### src/rtl/ddr_refresh_sched.sv
`timescale 1ns/1ps
module ddr_refresh_sched #(
  parameter int CLK_PS        = 3000,
  parameter int REFI_NORM_NS  = 7800,
  parameter int REFI_HOT_NS   = 3900,
  parameter int RFC_NS        = 105,
  parameter int XSNR_EXTRA_NS = 10,
  parameter int XSRD_CK       = 200,
  parameter int MAX_PEND      = 8,
  localparam int PEND_W       = $clog2(MAX_PEND + 1)
) (
  input  logic              clk,
  input  logic              rst_n,
  input  logic              hot_i,
  input  logic              ref_done_i,
  input  logic              sr_enter_i,
  input  logic              sr_exit_i,
  output logic              ref_req_o,
  output logic              busy_o,
  output logic              rdy_nonread_o,
  output logic              rdy_read_o,
  output logic [PEND_W-1:0] pend_o,
  output logic              overflow_o
);
  localparam int NORM_CK = (REFI_NORM_NS * 1000 + CLK_PS - 1) / CLK_PS;
  localparam int HOT_CK  = (REFI_HOT_NS * 1000 + CLK_PS - 1) / CLK_PS;
  localparam int RFC_CK  = (RFC_NS * 1000 + CLK_PS - 1) / CLK_PS;
  localparam int XSNR_CK = ((RFC_NS + XSNR_EXTRA_NS) * 1000 + CLK_PS - 1) / CLK_PS;
  localparam int IW      = $clog2(NORM_CK > HOT_CK ? NORM_CK : HOT_CK);
  localparam int RW      = $clog2(RFC_CK + 1);
  localparam int XW      = $clog2(XSRD_CK + 1);

  logic [IW-1:0] ivl_cnt;
  logic [RW-1:0] rfc_cnt;
  logic [XW-1:0] xs_cnt;
  logic          in_sr;

  wire due      = !in_sr && (ivl_cnt == '0);
  wire exit_ok  = in_sr && sr_exit_i;
  wire enter_ok = !in_sr && sr_enter_i;
  wire take     = ref_req_o && ref_done_i;
  wire [IW-1:0] reload = hot_i ? IW'(HOT_CK - 1) : IW'(NORM_CK - 1);

  assign ref_req_o     = (pend_o != '0) && (rfc_cnt == '0) && !in_sr;
  assign busy_o        = (rfc_cnt != '0);
  assign rdy_nonread_o = !in_sr && (xs_cnt >= XW'(XSNR_CK));
  assign rdy_read_o    = !in_sr && (xs_cnt == XW'(XSRD_CK));

  always_ff @(posedge clk or negedge rst_n) begin
    if (!rst_n)              ivl_cnt <= IW'(NORM_CK - 1);
    else if (exit_ok || due) ivl_cnt <= reload;
    else if (!in_sr)         ivl_cnt <= ivl_cnt - 1'b1;
  end

  always_ff @(posedge clk or negedge rst_n) begin
    if (!rst_n) begin
      pend_o     <= '0;
      overflow_o <= 1'b0;
    end else if (due && !take) begin
      if (pend_o == PEND_W'(MAX_PEND)) overflow_o <= 1'b1;
      else                             pend_o     <= pend_o + 1'b1;
    end else if (take && !due) begin
      pend_o <= pend_o - 1'b1;
    end
  end

  always_ff @(posedge clk or negedge rst_n) begin
    if (!rst_n)       rfc_cnt <= '0;
    else if (take)    rfc_cnt <= RW'(RFC_CK);
    else if (busy_o)  rfc_cnt <= rfc_cnt - 1'b1;
  end

  always_ff @(posedge clk or negedge rst_n) begin
    if (!rst_n)        in_sr <= 1'b0;
    else if (enter_ok) in_sr <= 1'b1;
    else if (exit_ok)  in_sr <= 1'b0;
  end

  always_ff @(posedge clk or negedge rst_n) begin
    if (!rst_n)                                   xs_cnt <= XW'(XSRD_CK);
    else if (exit_ok)                             xs_cnt <= '0;
    else if (!in_sr && xs_cnt != XW'(XSRD_CK))    xs_cnt <= xs_cnt + 1'b1;
  end
endmodule

### config.mk
export PLATFORM = sky130hd
export DESIGN_NAME = ddr_refresh_sched
export DESIGN_NICKNAME = d
export VERILOG_FILES = /design/src/rtl/ddr_refresh_sched.sv
export SDC_FILE = /design/constraint.sdc
export NUM_CORES = 1
export LEC_CHECK = 0
export ABC_AREA = 1
export BUFFER_PORTS_ARGS = -buffer_cell sky130_fd_sc_hd__buf_2
export CORE_UTILIZATION = 35
export CTS_BUF_LIST = sky130_fd_sc_hd__clkbuf_16
export DETAILED_ROUTE_END_ITERATION = 8
export GPL_TIMING_DRIVEN = 1
export PLACE_DENSITY = 0.57
export REMOVE_ABC_BUFFERS = 1
export SLEW_MARGIN = 20
export SYNTH_ARGS = -nofsm -noshare
export SYNTH_HDL_FRONTEND = slang
export SYNTH_SLANG_ARGS = --single-unit
export TNS_END_PERCENT = 50
### constraint.sdc
create_clock -name clk -period 4.41 [get_ports clk]
set_input_delay 0.441 -clock clk [delete_from_list [all_inputs] [get_ports clk]]
set_output_delay 0.441 -clock clk [all_outputs]
set_load 0.01 [all_outputs]
==> impl_metrics.env <==
export IMPL_grtUsageMet2_pct=23.7
export IMPL_whs_ps=235
export IMPL_post_drt_wl_per_cell_um=11.9
export IMPL_cts_root_buffer="clkbuf_16"
export IMPL_crit_required_ps=4580
export IMPL_r2r_cells=14
export IMPL_clock_fmax_mhz=431
export IMPL_drtIter0Drc=87
export IMPL_antenna_found_initial=0
export IMPL_ys_seq_area_share_pct=40.0
export IMPL_synth_ff_type="dfrtp_1"
export IMPL_yosysTopAreaCellShare_pct=28.3
export IMPL_dieArea_mm2=0.00611
export IMPL_cpMaxStageDelayCell="dfrtp_1"
export IMPL_holdBufCountCts=0
export IMPL_grt_busiest_layer="met2"
export IMPL_report_final_slew_viol_count=0
export IMPL_gr_usage_met1_pct=18.1
export IMPL_synth_most_common_cell="nand2_1"
export IMPL_drv_cap=0
export IMPL_grt_first_pass_wirelength_um=6830
export IMPL_hold_class="in -> async"
export IMPL_finalHoldViolations=0
export IMPL_critPathLaunchType="register"
export IMPL_synth_area_top_cells="dfrtp_1, dfstp_2, nand2_1"
export IMPL_cts_sinks=32
export IMPL_min_period_ps=2320
export IMPL_async_flop_share_pct=100
export IMPL_clockBufferDepth=2
export IMPL_cts_resized=0
export IMPL_crit_buf_inv=2
export IMPL_synth_warnings=0
export IMPL_relSlewSlack_pct=50.9
export IMPL_ys_types=38
export IMPL_finalNonFillerCells=330
export IMPL_synth_enable_flop_cells=0
export IMPL_crit_path_cell_trace="inv_1, ha_1, nand2_1, nor2_4, nand3_4, nand2_2, ha_1, a21o_1, a21oi_1, inv_1, nand2_2, nand3_2, nand2_1, nand2_1"
export IMPL_pwr_density_cell_mw_per_mm2=560
export IMPL_setup_viol=0
export IMPL_layout_drive_gt1_share_pct=24.0
export IMPL_synth_largest_area_cell="dfrtp_1"
export IMPL_h_tree_depth=2
export IMPL_r2r_start="rfc_cnt[0]"
export IMPL_dr_total_vias=1560
export IMPL_dp_slack_ps=2100
export IMPL_start_util_pct=36.7
export IMPL_cts_tree="built"
export IMPL_reg2reg_setup_slack_ps=2090
export IMPL_die_h_um=78.2
export IMPL_cts_setup_buffers=0
export IMPL_routed_via_density=4.73
export IMPL_clk_pin_slew_worst_paths_ps=60
export IMPL_drt_pass1_iterations=4
export IMPL_wirelength_um=3920
export IMPL_nNetsFinal=271
export IMPL_max_stage_delay_ps=390
export IMPL_insertion_delay_ps=270
export IMPL_syn_instance_count=237
export IMPL_irDropWorstVdd_mv=0.183
export IMPL_fill_cells=563
export IMPL_skew_ps=6.82
export IMPL_ys_seq_elements=32
export IMPL_crit_arrival_ps=2490
export IMPL_worst_pin_slew_ps=736
export IMPL_portBuffers=14
export IMPL_synth_area_per_cell_um2=8.57
export IMPL_dp_final_hpwl_um=2950
export IMPL_fin_ws_ps=2090
export IMPL_synth_area_mm2=0.00203
export IMPL_pin_count=15
export IMPL_critical_path_top_delay_family="simple AND/OR/NAND/NOR gates"
export IMPL_p_leak_nw=1.07
export IMPL_place_congestion=0.805
export IMPL_drc_errors=0
export IMPL_gr_usage_met3_pct=2.91
export IMPL_crit_path_frequent_cell="nand2_1"
export IMPL_worstPathMaxFanout=6
export IMPL_tns_ps=0
export IMPL_postRouteAntennaNets=0
export IMPL_grt_max_degree=33
export IMPL_rr_endpoint="pend_o[3]"
export IMPL_rows=27
export IMPL_placed_cells=322
export IMPL_end_kind="register"
export IMPL_fp_dieW_um=78.2
export IMPL_n_antenna_cell=0
export IMPL_core_area_mm2=0.00554
export IMPL_status="complete, no violations"
export IMPL_worst_setup_path_type="reg -> reg"
export IMPL_fin_crit_sh_pct=52.6
export IMPL_numCtsBuffers=5
export IMPL_rsz0062_at_grt="false"
export IMPL_total_power_w=0.00130
export IMPL_overflow=0
export IMPL_grtUsageTotal_pct=14.1
export IMPL_grt_pass1_vias=1526
export IMPL_synthTopCellsByCount="nand2_1, inv_1, nor2_1, dfrtp_1, a21oi_1"
export IMPL_area_growth_pct=14.2
==> sequential cells by signal (all words and copies together), names as in the netlist <==
| register | cells |
|---|---|
| rfc_cnt | 6 |
| in_sr | 1 |
| overflow_o | 1 |
| xs_cnt | 8 |
| ivl_cnt | 12 |
| pend_o | 4 |
==> power breakdown <==
part	internal, W	switching, W	total [W]
Clock	0.000204	0.000118	0.000322
Combinational	0.000178	0.000292	0.000470
Sequential	0.000407	0.0000986	0.000506
==> worst reg2reg max path, delay by kind of cell, from the launching register on <==
kind | cells | cell delay [ps]
compound gates | 2 | 330
buf+inv | 2 | 170
fa+ha+maj | 2 | 470
flops | 1 | 390
simple gates | 8 | 840
==> cells in the final DEF (no fill, tap or decap), types with 6 or more instances in the layout <==
cell type,synthesis,layout
nand2_1,41,41
inv_1,30,30
nor2_1,24,24
dfrtp_1,23,23
buf_2,0,14
a21oi_1,13,13
nand3_1,11,11
o21ai_0,10,10
xor2_1,9,9
dfstp_2,9,9
ha_1,7,7
o21ai_1,6,6
==> metal layers <==
metal | share of wire [%] | up-vias
met5 | 0 | -
met4 | 0.72 | 0
met2 | 48 | 24
li1 | - | 825
met3 | 3.0 | 5
met1 | 49 | 706
==> worst max path at each step <==
stage	depth (start not counted)	slack (ps)	startpoint	to
finish	14	2090	rfc_cnt[0]	pend_o[3]
global route	12	1870	rfc_cnt[0]	pend_o[3]
CTS	14	2080	rfc_cnt[0]	pend_o[3]
detailed placement	14	2100	rfc_cnt[0]	pend_o[3]
global placement	15	2150	ivl_cnt[0]	pend_o[3]
floorplan	15	2260	ivl_cnt[0]	pend_o[3]
==> layout make-up <==
class	count	area (µm²)	area share (%)
repair buffers	14	70.1	3.02
inverters	35	136	5.88
flip-flops and latches	32	812	35.0
well taps	72	90.1	3.89
clock buffers	5	125	5.40
clock inverters	3	13.8	0.594
multi-input cells	169	1070	46.2
==> through the flow <==
step,utilization [%],cell area (µm²)
floorplan,-,2020
global placement,39.3,2180
detailed placement,39.3,2180
CTS,41.8,2320
global route,41.8,2320
finish,41.8,2320
==> cells by family (layout without fill, tap and decap cells) <==
kind of cell	count (synthesis)	count (layout)	synth area share [%]
AOI/OAI and AO/OA	41	41	11.8
buffers and inverters	36	57	7.27
adders and majority gates	8	8	5.30
muxes	1	1	0.493
xor gates and xnor gates	11	11	5.11
and+or+nand+nor	108	108	30.0
DFF	32	32	40.0
Note: power is estimated with default switching activity, not from simulation.
